<file path="src/rtl/ecc_mon_pkg.sv">
package ecc_mon_pkg;
  typedef enum logic [2:0] {
    SEL_CTRL     = 3'd0,
    SEL_THR      = 3'd1,
    SEL_CNT      = 3'd2,
    SEL_STAT     = 3'd3,
    SEL_COR_ADDR = 3'd4,
    SEL_COR_POS  = 3'd5,
    SEL_UNC_ADDR = 3'd6
  } reg_sel_e;

  localparam logic [3:0] EVT_KEY = 4'hA;
  localparam int CTRL_W = 7;
  localparam int STAT_W = 4;

  typedef struct packed {
    logic       zeros_en;
    logic       ones_en;
    logic       prof_en;
    logic [3:0] key;
  } ctrl_t;

  typedef struct packed {
    logic zeros_seen;
    logic ones_seen;
    logic dbe_seen;
    logic sbe_seen;
  } stat_t;
endpackage

</file>
<file path="src/rtl/ecc_mon_counter.sv">
module ecc_mon_counter #(
  parameter int CNT_W = 16
) (
  input  logic             clk_i,
  input  logic             rst_ni,
  input  logic             inc_i,
  input  logic             clr_i,
  input  logic [CNT_W-1:0] thr_i,
  output logic [CNT_W-1:0] cnt_o,
  output logic             hit_o
);
  localparam logic [CNT_W-1:0] CNT_MAX = {CNT_W{1'b1}};

  logic [CNT_W-1:0] cnt_q;
  logic             at_max;

  assign at_max = (cnt_q == CNT_MAX);
  assign hit_o  = inc_i && !clr_i && !at_max && ((cnt_q + 1'b1) == thr_i);
  assign cnt_o  = cnt_q;

  always_ff @(posedge clk_i or negedge rst_ni) begin
    if (!rst_ni)             cnt_q <= '0;
    else if (clr_i)          cnt_q <= '0;
    else if (inc_i && !at_max) cnt_q <= cnt_q + 1'b1;
  end

  p_sat_hold_r1: assert property (@(posedge clk_i) disable iff (!rst_ni)
    (at_max && inc_i && !clr_i) |=> (cnt_q == CNT_MAX));
  p_inc_one_r1: assert property (@(posedge clk_i) disable iff (!rst_ni)
    (inc_i && !clr_i && !at_max) |=> (cnt_q == $past(cnt_q) + 1'b1));
  p_clr_r1: assert property (@(posedge clk_i) disable iff (!rst_ni)
    clr_i |=> (cnt_q == '0));
endmodule

</file>
<file path="src/rtl/ecc_mon_capture.sv">
module ecc_mon_capture #(
  parameter int W = 16
) (
  input  logic         clk_i,
  input  logic         rst_ni,
  input  logic         cap_i,
  input  logic [W-1:0] data_i,
  input  logic         rel_i,
  output logic [W-1:0] data_o,
  output logic         frozen_o
);
  logic [W-1:0] data_q;
  logic         frozen_q;
  logic         take;

  // a release read has priority; a report in that same cycle is dropped
  assign take = cap_i && !frozen_q;

  always_ff @(posedge clk_i or negedge rst_ni) begin
    if (!rst_ni) begin
      data_q   <= '0;
      frozen_q <= 1'b0;
    end else begin
      if (take) data_q <= data_i;
      if (take)       frozen_q <= 1'b1;
      else if (rel_i) frozen_q <= 1'b0;
    end
  end

  assign data_o   = data_q;
  assign frozen_o = frozen_q;

  p_frozen_hold_r5: assert property (@(posedge clk_i) disable iff (!rst_ni)
    (frozen_q && !rel_i) |=> $stable(data_q));
  p_capture_r5: assert property (@(posedge clk_i) disable iff (!rst_ni)
    (cap_i && !frozen_q) |=> (frozen_q && data_q == $past(data_i)));
endmodule

</file>
<file path="src/rtl/ecc_err_monitor.sv">
module ecc_err_monitor
  import ecc_mon_pkg::*;
#(
  parameter int AW        = 16,
  parameter int DATA_BITS = 72,
  parameter int CNT_W     = 16,
  parameter int REG_W     = 16,
  localparam int POS_W    = $clog2(DATA_BITS)
) (
  input  logic             clk_i,
  input  logic             rst_ni,
  input  logic             sbe_i,
  input  logic             dbe_i,
  input  logic             chk_space_i,
  input  logic             pol_one_i,
  input  logic [AW-1:0]    err_addr_i,
  input  logic [POS_W-1:0] err_pos_i,
  input  logic             reg_we_i,
  input  logic             reg_re_i,
  input  logic [2:0]       reg_sel_i,
  input  logic [REG_W-1:0] reg_wdata_i,
  output logic [REG_W-1:0] reg_rdata_o,
  output logic             cor_evt_o,
  output logic             unc_evt_o
);
  localparam int COR_W = AW + POS_W;

  ctrl_t            ctrl_q;
  stat_t            stat_q, stat_set;
  logic [CNT_W-1:0] thr_q, cnt;
  logic             thr_hit;
  logic             sbe_ok, dbe_ok, key_ok;
  logic             wr_ctrl, wr_thr, wr_cnt, wr_stat, rd_cor, rd_unc;
  logic [COR_W-1:0] cor_data;
  logic             cor_frozen, unc_frozen;
  logic [AW-1:0]    unc_addr;
  logic             cor_blk_q, cor_trig, cor_fire, unc_fire;

  assign sbe_ok  = sbe_i && !chk_space_i;
  assign dbe_ok  = dbe_i && !chk_space_i;
  assign key_ok  = (ctrl_q.key == EVT_KEY);
  assign wr_ctrl = reg_we_i && (reg_sel_i == SEL_CTRL);
  assign wr_thr  = reg_we_i && (reg_sel_i == SEL_THR);
  assign wr_cnt  = reg_we_i && (reg_sel_i == SEL_CNT);
  assign wr_stat = reg_we_i && (reg_sel_i == SEL_STAT);
  assign rd_cor  = reg_re_i && (reg_sel_i == SEL_COR_ADDR);
  assign rd_unc  = reg_re_i && (reg_sel_i == SEL_UNC_ADDR);

  always_ff @(posedge clk_i or negedge rst_ni) begin
    if (!rst_ni) begin
      ctrl_q <= '0;
      thr_q  <= '0;
    end else begin
      if (wr_ctrl) ctrl_q <= ctrl_t'(reg_wdata_i[CTRL_W-1:0]);
      if (wr_thr)  thr_q  <= reg_wdata_i[CNT_W-1:0];
    end
  end

  ecc_mon_counter #(.CNT_W(CNT_W)) u_cnt (
    .clk_i (clk_i),
    .rst_ni(rst_ni),
    .inc_i (sbe_ok),
    .clr_i (wr_cnt),
    .thr_i (thr_q),
    .cnt_o (cnt),
    .hit_o (thr_hit)
  );

  ecc_mon_capture #(.W(COR_W)) u_cor_cap (
    .clk_i   (clk_i),
    .rst_ni  (rst_ni),
    .cap_i   (sbe_ok),
    .data_i  ({err_pos_i, err_addr_i}),
    .rel_i   (rd_cor),
    .data_o  (cor_data),
    .frozen_o(cor_frozen)
  );

  ecc_mon_capture #(.W(AW)) u_unc_cap (
    .clk_i   (clk_i),
    .rst_ni  (rst_ni),
    .cap_i   (dbe_ok),
    .data_i  (err_addr_i),
    .rel_i   (rd_unc),
    .data_o  (unc_addr),
    .frozen_o(unc_frozen)
  );

  // status: set wins over a same-cycle write-1-to-clear
  always_comb begin
    stat_set            = '0;
    stat_set.sbe_seen   = sbe_ok;
    stat_set.dbe_seen   = dbe_ok;
    stat_set.ones_seen  = sbe_ok && pol_one_i;
    stat_set.zeros_seen = sbe_ok && !pol_one_i;
  end

  always_ff @(posedge clk_i or negedge rst_ni) begin
    if (!rst_ni) stat_q <= '0;
    else stat_q <= (stat_q & ~(wr_stat ? stat_t'(reg_wdata_i[STAT_W-1:0]) : stat_t'('0)))
                   | stat_set;
  end

  assign cor_trig = (ctrl_q.prof_en && thr_hit)
                  || (ctrl_q.ones_en && sbe_ok && pol_one_i)
                  || (ctrl_q.zeros_en && sbe_ok && !pol_one_i);
  assign cor_fire = key_ok && cor_trig && !cor_blk_q;
  assign unc_fire = key_ok && dbe_ok && !unc_frozen;

  always_ff @(posedge clk_i or negedge rst_ni) begin
    if (!rst_ni) begin
      cor_blk_q <= 1'b0;
      cor_evt_o <= 1'b0;
      unc_evt_o <= 1'b0;
    end else begin
      cor_evt_o <= cor_fire;
      unc_evt_o <= unc_fire;
      if (cor_fire)    cor_blk_q <= 1'b1;
      else if (rd_cor) cor_blk_q <= 1'b0;
    end
  end

  always_comb begin
    unique case (reg_sel_i)
      SEL_CTRL:     reg_rdata_o = REG_W'(ctrl_q);
      SEL_THR:      reg_rdata_o = REG_W'(thr_q);
      SEL_CNT:      reg_rdata_o = REG_W'(cnt);
      SEL_STAT:     reg_rdata_o = REG_W'(stat_q);
      SEL_COR_ADDR: reg_rdata_o = REG_W'(cor_data[AW-1:0]);
      SEL_COR_POS:  reg_rdata_o = REG_W'(cor_data[COR_W-1:AW]);
      SEL_UNC_ADDR: reg_rdata_o = REG_W'(unc_addr);
      default:      reg_rdata_o = '0;
    endcase
  end

  p_key_gate_r8: assert property (@(posedge clk_i) disable iff (!rst_ni)
    (cor_evt_o || unc_evt_o) |-> ($past(ctrl_q.key) == EVT_KEY));
  p_chk_ignored_r9: assert property (@(posedge clk_i) disable iff (!rst_ni)
    (chk_space_i && !reg_we_i) |=> ($stable(cnt) && $stable(stat_q) && !cor_evt_o && !unc_evt_o));
  p_unc_once_r6: assert property (@(posedge clk_i) disable iff (!rst_ni)
    unc_evt_o |=> !unc_evt_o);
  p_cor_block_r5: assert property (@(posedge clk_i) disable iff (!rst_ni)
    cor_evt_o |=> !cor_evt_o);
  p_keep_count_r7: assert property (@(posedge clk_i) disable iff (!rst_ni)
    (sbe_ok && cor_frozen && !wr_cnt && cnt != {CNT_W{1'b1}}) |=> (cnt != $past(cnt)));
endmodule

</file>
<file path="config.mk">
export PLATFORM = sky130hd
export DESIGN_NAME = ecc_err_monitor
export DESIGN_NICKNAME = d
export VERILOG_FILES = /design/src/rtl/ecc_mon_pkg.sv /design/src/rtl/ecc_mon_counter.sv /design/src/rtl/ecc_mon_capture.sv /design/src/rtl/ecc_err_monitor.sv
export SDC_FILE = /design/constraint.sdc
export NUM_CORES = 1
export LEC_CHECK = 0
export BUFFER_PORTS_ARGS = -buffer_cell sky130_fd_sc_hd__buf_2
export CORE_MARGIN = 5
export CORE_UTILIZATION = 45
export CTS_BUF_LIST = sky130_fd_sc_hd__clkbuf_8
export CTS_CLUSTER_DIAMETER = 100
export DETAILED_ROUTE_END_ITERATION = 16
export GPL_TIMING_DRIVEN = 1
export PLACE_DENSITY = 0.65
export SYNTH_ARGS = -nofsm -noshare
export SYNTH_HDL_FRONTEND = slang
export SYNTH_SLANG_ARGS = --single-unit
</file>
<file path="constraint.sdc">
create_clock -name clk_i -period 1.8 [get_ports clk_i]
set_input_delay 0.36 -clock clk_i [delete_from_list [all_inputs] [get_ports clk_i]]
set_output_delay 0.36 -clock clk_i [all_outputs]
set_load 0.005 [all_outputs]
</file>
## Yosys cells after proc, flatten, opt, wreduce, memory -nomap -nowiden

Cells that the tools add are included.
W data, S select, Z words.

| operators by class | value |
|---|---|
| add/sub/neg operators | 1 |
| eq/ne operators | 9 |
| mux-type cells | 9 |
| bitwise gates (word level) | 3 |
| reductions and logical operators | 39 |

Operator list:

| cell | number |
|---|---|
| $pmux W16 S7 | 1 |
| $mux W16 | 2 |
| $logic_and A1 B1 Y1 | 25 |
| $add A16 B1 Y16 const B | 1 |
| $eq A16 B16 Y1 | 1 |
| $eq A16 B16 Y1 const B | 1 |
| $eq A3 B3 Y1 const B | 3 |
| $reduce_bool A2 Y1 | 4 |
| $logic_not A1 Y1 | 7 |
| $eq A3 B2 Y1 const B | 2 |
| $mux W1 | 5 |
| $and A4 B4 Y4 | 1 |
| $eq A4 B4 Y1 const B | 1 |
| $mux W4 | 1 |
| $not A4 Y4 | 1 |
| $or A4 B4 Y4 | 1 |
| $eq A3 B1 Y1 const B | 1 |
| $logic_not A3 Y1 | 1 |
| $logic_or A1 B1 Y1 | 2 |

| storage, ports and cells | value |
|---|---|
| register bits after elaboration | 87 |

## Logic depth before layout (Yosys ltp)

| depth | value |
|---|---|
| depth after elaboration | 12 |
| gate-level depth with buffers | 8 |

## Hierarchy

From an unflattened synthesis, not the netlist that was laid out.

| second synthesis, totals | value |
|---|---|
| cell total of the unflattened synthesis | 429 |
| area total of the unflattened synthesis | 5051.1 µm² |

Modules (own cells, without submodules):

| module | times used | cells an instance | area each (µm²) | seq. area each (µm²) |
|---|---|---|---|---|
| ecc_err_monitor | 1 | 173 | 1961.9 | 750.7 |
| ecc_mon_counter | 1 | 165 | 1396.3 | 400.4 |
| ecc_mon_capture (u_cor_cap) | 1 | 53 | 1001.0 | 600.6 |
| ecc_mon_capture (u_unc_cap) | 1 | 38 | 691.9 | 425.4 |

## Least setup slack after synthesis

OpenSTA, ideal clock, no wires.

| timing | value |
|---|---|
| path type | reg-to-reg |
| start | register u_cnt.cnt_q[1], in the netlist u_cnt.cnt_o[1] |
| end | register u_cnt.cnt_q[11], in the netlist u_cnt.cnt_o[11] |
| library setup time | 0.132 ns |
| data arrival time | 1.801 ns |
| data required time | 1.668 ns |
| path slack | -0.133 ns |
| cell stages (with the launch flop) | 9 |
| path buffers | 1 |
| clock period less this slack | 1.933 ns |
| cells stage by stage | dfrtp_1 -> ha_1 -> nand4_2 -> or4b_1 -> nand2_1 -> buf_6 -> nor3_1 -> xnor2_1 -> nor2_1 |

| on the way | value |
|---|---|
| cells in the longest elaborated chain, start to end | 4 |
| elaborated cells between the ends (all ways) | 7 |

RTL lines:

| element | line | text |
|---|---|---|
| start, declared | ecc_mon_counter.sv:14 | `logic [CNT_W-1:0] cnt_q;` |
| start signal, assigned | ecc_mon_counter.sv:24 | `else if (inc_i && !at_max) cnt_q <= cnt_q + 1'b1;` |
| branches (longest 4 deep; another with $add A16 B1 Y16) | n/a |  |

Several ways; the timed one is not identified. The select of a mux whose other input is x is not followed.
A chain may end at the register's enable or synchronous reset.

## Worst setup path in the final report

| timing | value |
|---|---|
| start | register u_cnt.cnt_q[1], in the netlist u_cnt.cnt_o[1] |
| end | output reg_rdata_o[1] |

| on the way | value |
|---|---|
| cells in the longest elaborated chain, start to end | 1 |

RTL lines:

| element | line | text |
|---|---|---|
| $pmux W16 S7 | ecc_err_monitor.sv:124 | `unique case (reg_sel_i)` |
| end, declared | ecc_err_monitor.sv:22 | `output logic [REG_W-1:0] reg_rdata_o,` |

Every way passes these cells.

==> impl_metrics.ini <==
[status]
status = finished with violations
violations = setup timing

[cells_and_area]
drive_gt1_frac = 0.5426
layout_commonest_cell = dfrtp_1
nFillCells = 873
nets = 621
antennaDiodeCount = 0
layout.cells.non_filler = 711
most-common-layout-cells = dfrtp_1, buf_4, buf_2
syn2layout_area_growth_pct = 33.79

[sta]
skew_ns = 0.009197
max_freq_ghz = 0.4692
period_needed_ns = 2.131
final_max_slew_viol_count = 0
grt_setup_unrepaired = true
tns_ns = -2.058
setup_viol = 21
setup_slack_ns = -0.3314
min_period_over_period = 1.184
hold_viol = 0
worst_slew_pin_slew_ns = 0.4546
slew_headroom = 0.6969

[clocking]
cts_buffers = 9
clkSinkCount = 87
cts_tree = built
h-tree-depth = 3
cts_buffer_depth = 2
root_buffer = clkbuf_8
clk_pin_slew_ns = 0.09
clk_latency_ns = 0.37

[yosys]
synth_top_cells_by_area = dfrtp_1, mux2_2, xnor2_1
yosysTopAreaCellShare = 0.4537
ys_ff_latch = 87
syn_nets = 485
syn_area_per_cell_sq_um = 11.06
netlist_area_sq_um = 4798
yosysSeqAreaShare = 0.4537
ys_types = 58
syn_inst = 434
synthArstFlopShare = 1.000
yosys_warnings = 0
synth_flop_cell = dfrtp_1
yosys.area.top_type = dfrtp_1
synth_edf_count = 0

[die]
core_sq_um = 10370
die_x_microns = 113.3
num_io_pins = 68
fp.dieH_microns = 113.3
fp-row-count = 37
initial_core_util = 0.4627
die_area_sq_um = 12830

[route]
drc_errors = 0
wirelength_mm = 13.12
drtIter0Drc = 149
final_antenna_net_count = 0
vias_per_cell = 5.449
wl_per_cell_microns = 18.46
vias = 3874
first_pass_iters = 4

[power]
leakagePower_nw = 2.843
seq_power_share = 0.431
p_sw_mw = 2.243
netSwitchingFraction = 0.3180
ir_worst_vdd_uv = 841.4
p_int_mw = 4.809
powerDensity_nw_per_um2 = 1098
comb_power_share = 0.365
p_clk_frac = 0.204

[grt]
grt_max_degree = 32
grt_pass1_vias = 4059
grt-ovfl-total = 0
grt.total_usage = 0.2135
grt_pass1_wl_mm = 21.49
grt_antenna_before_repair = 0

[placement]
dp_cells = 675
place_congestion = 0.8781
dp_hpwl_mm = 9.699
io_buffer_count = 67

[worst_setup_path]
cpMostUsedCell = buf_6
slowest_stage = mux4_2
cp_max_fo = 2
critPathMaxStageDelay_ns = 0.48
critPathArrivalTime_ns = 1.77
cp.required_ns = 1.44
endpoint_kind = primary output
start_kind = register
worst-path-buf-inv = 3
cp_cell_sequence = buf_6, buf_6, mux4_2, nor2_2, a21oi_2, buf_2
crit_type = register to primary output
crit_family = multiplexers

[worst_hold_path]
hold_path.class = primary input to register

[flow_run]
max-cap-violations = 0
## sequential cells by signal, indices dropped and copies added, names as in the netlist
name and count:
u_unc_cap.data_o 16, thr_q 16, cor_blk_q 1, u_cor_cap.data_o 23, cor_evt_o 1, ctrl_q 7
u_unc_cap.frozen_o 1, stat_q 4, unc_evt_o 1, u_cnt.cnt_o 16, u_cor_cap.frozen_o 1
## final timing paths
kind	to	slack, ns	depth (start not counted)	from
worst max register to register	u_cnt.cnt_o[5]	-0.08	9	u_cnt.cnt_o[1]
min in group asynchronous	thr_q[13]	0.48	2	rst_ni
worst min-delay path	thr_q[11]	0.22	2	reg_wdata_i[11]
worst max-delay path	reg_rdata_o[1]	-0.33	6	u_cnt.cnt_o[1]
max in group asynchronous	u_unc_cap.data_o[5]	0.63	3	rst_ni
worst min register to register	stat_q[1]	0.48	2	stat_q[1]
## layer usage
| layer | track usage | part of all wire | wire length (microns) | vias up |
|---|---|---|---|---|
| met5 | 0 | 0 | 0 | - |
| met1 | 0.2924 | 0.46 | 5981 | 1945 |
| met3 | 0.04813 | 0.041 | 538 | 11 |
| li1 | - | - | - | 1841 |
| met4 | 0.03846 | 0.0074 | 97 | 0 |
| met2 | 0.3519 | 0.50 | 6506 | 77 |
## metrics by stage
stage / worst slack [ns] / utilization / area (sq um) / hold WS (ns) / power [mW]
floorplan: 0.008940 / - / 4826 / 0.06441 / 4.391
global placement: -0.2780 / 0.5550 / 5756 / 0.3361 / 5.108
detailed placement: -0.3130 / 0.5550 / 5756 / 0.3371 / 5.198
CTS: -0.3562 / 0.5997 / 6218 / 0.2043 / 6.906
global route: -0.4167 / 0.6191 / 6420 / 0.1977 / 7.464
finish: -0.3314 / 0.6191 / 6420 / 0.2172 / 7.052
## Yosys cell counts (4+ instances only)
master and number:
dfrtp_1 87, mux2_2 71, nand2_1 36, nor2_1 36
xnor2_1 26, o21ai_0 17, buf_2 15, a21oi_1 12
mux2i_1 10, a22oi_1 9, nand3_1 9, xor2_1 8
nand4_1 7, and4_1 6, buf_4 6, clkbuf_1 5
mux4_2 5, buf_1 4, nor3_1 4, nor4_1 4
## power by group through the flow
stage / sequential [mW] / combinational (mW) / clock [mW]
2_1_floorplan: 2.91 / 1.48 / 0
3_3_place_gp: 3.05 / 2.06 / 0
3_5_place_dp: 3.08 / 2.11 / 0
4_1_cts: 3.02 / 2.41 / 1.48
5_1_grt: 3.12 / 2.79 / 1.56
6_report: 3.04 / 2.57 / 1.44
## layout make-up
| cell class | count | area (sq um) | area share |
|---|---|---|---|
| Clock buffer | 10 | 137.6 | 0.02144 |
| Clock inverter | 6 | 67.56 | 0.01052 |
| Inverter | 4 | 15.01 | 0.002339 |
| Multi-Input combinational cell | 312 | 2696 | 0.4200 |
| Sequential cell | 87 | 2190 | 0.3411 |
| Tap cell | 136 | 170.2 | 0.02651 |
| Timing Repair Buffer | 156 | 1144 | 0.1781 |
## cell families (layout without fill, tap and decap cells)
family,after synthesis,after routing,share of synthesized area
AO/OA/AOI/OAI,60,60,0.08240
adder cells (fa/ha/maj),1,1,0.002607
buffers and inverters,35,176,0.03755
AND/OR/NAND/NOR,131,131,0.1507
flip-flops,87,87,0.4537
multiplexers,86,86,0.2110
XOR/XNOR,34,34,0.06206
## timing repair
item / 4_1_cts / 5_1_grt
pin swaps: 17 / 16
setup buffers: 17 / 3
gates resized for setup: 44 / 47
endpoints found under the hold margin: 28 / 0
setup endpoints to repair: 29 / 34
hold buffers: 1 / 0
Power figures use the tool's default switching activity.
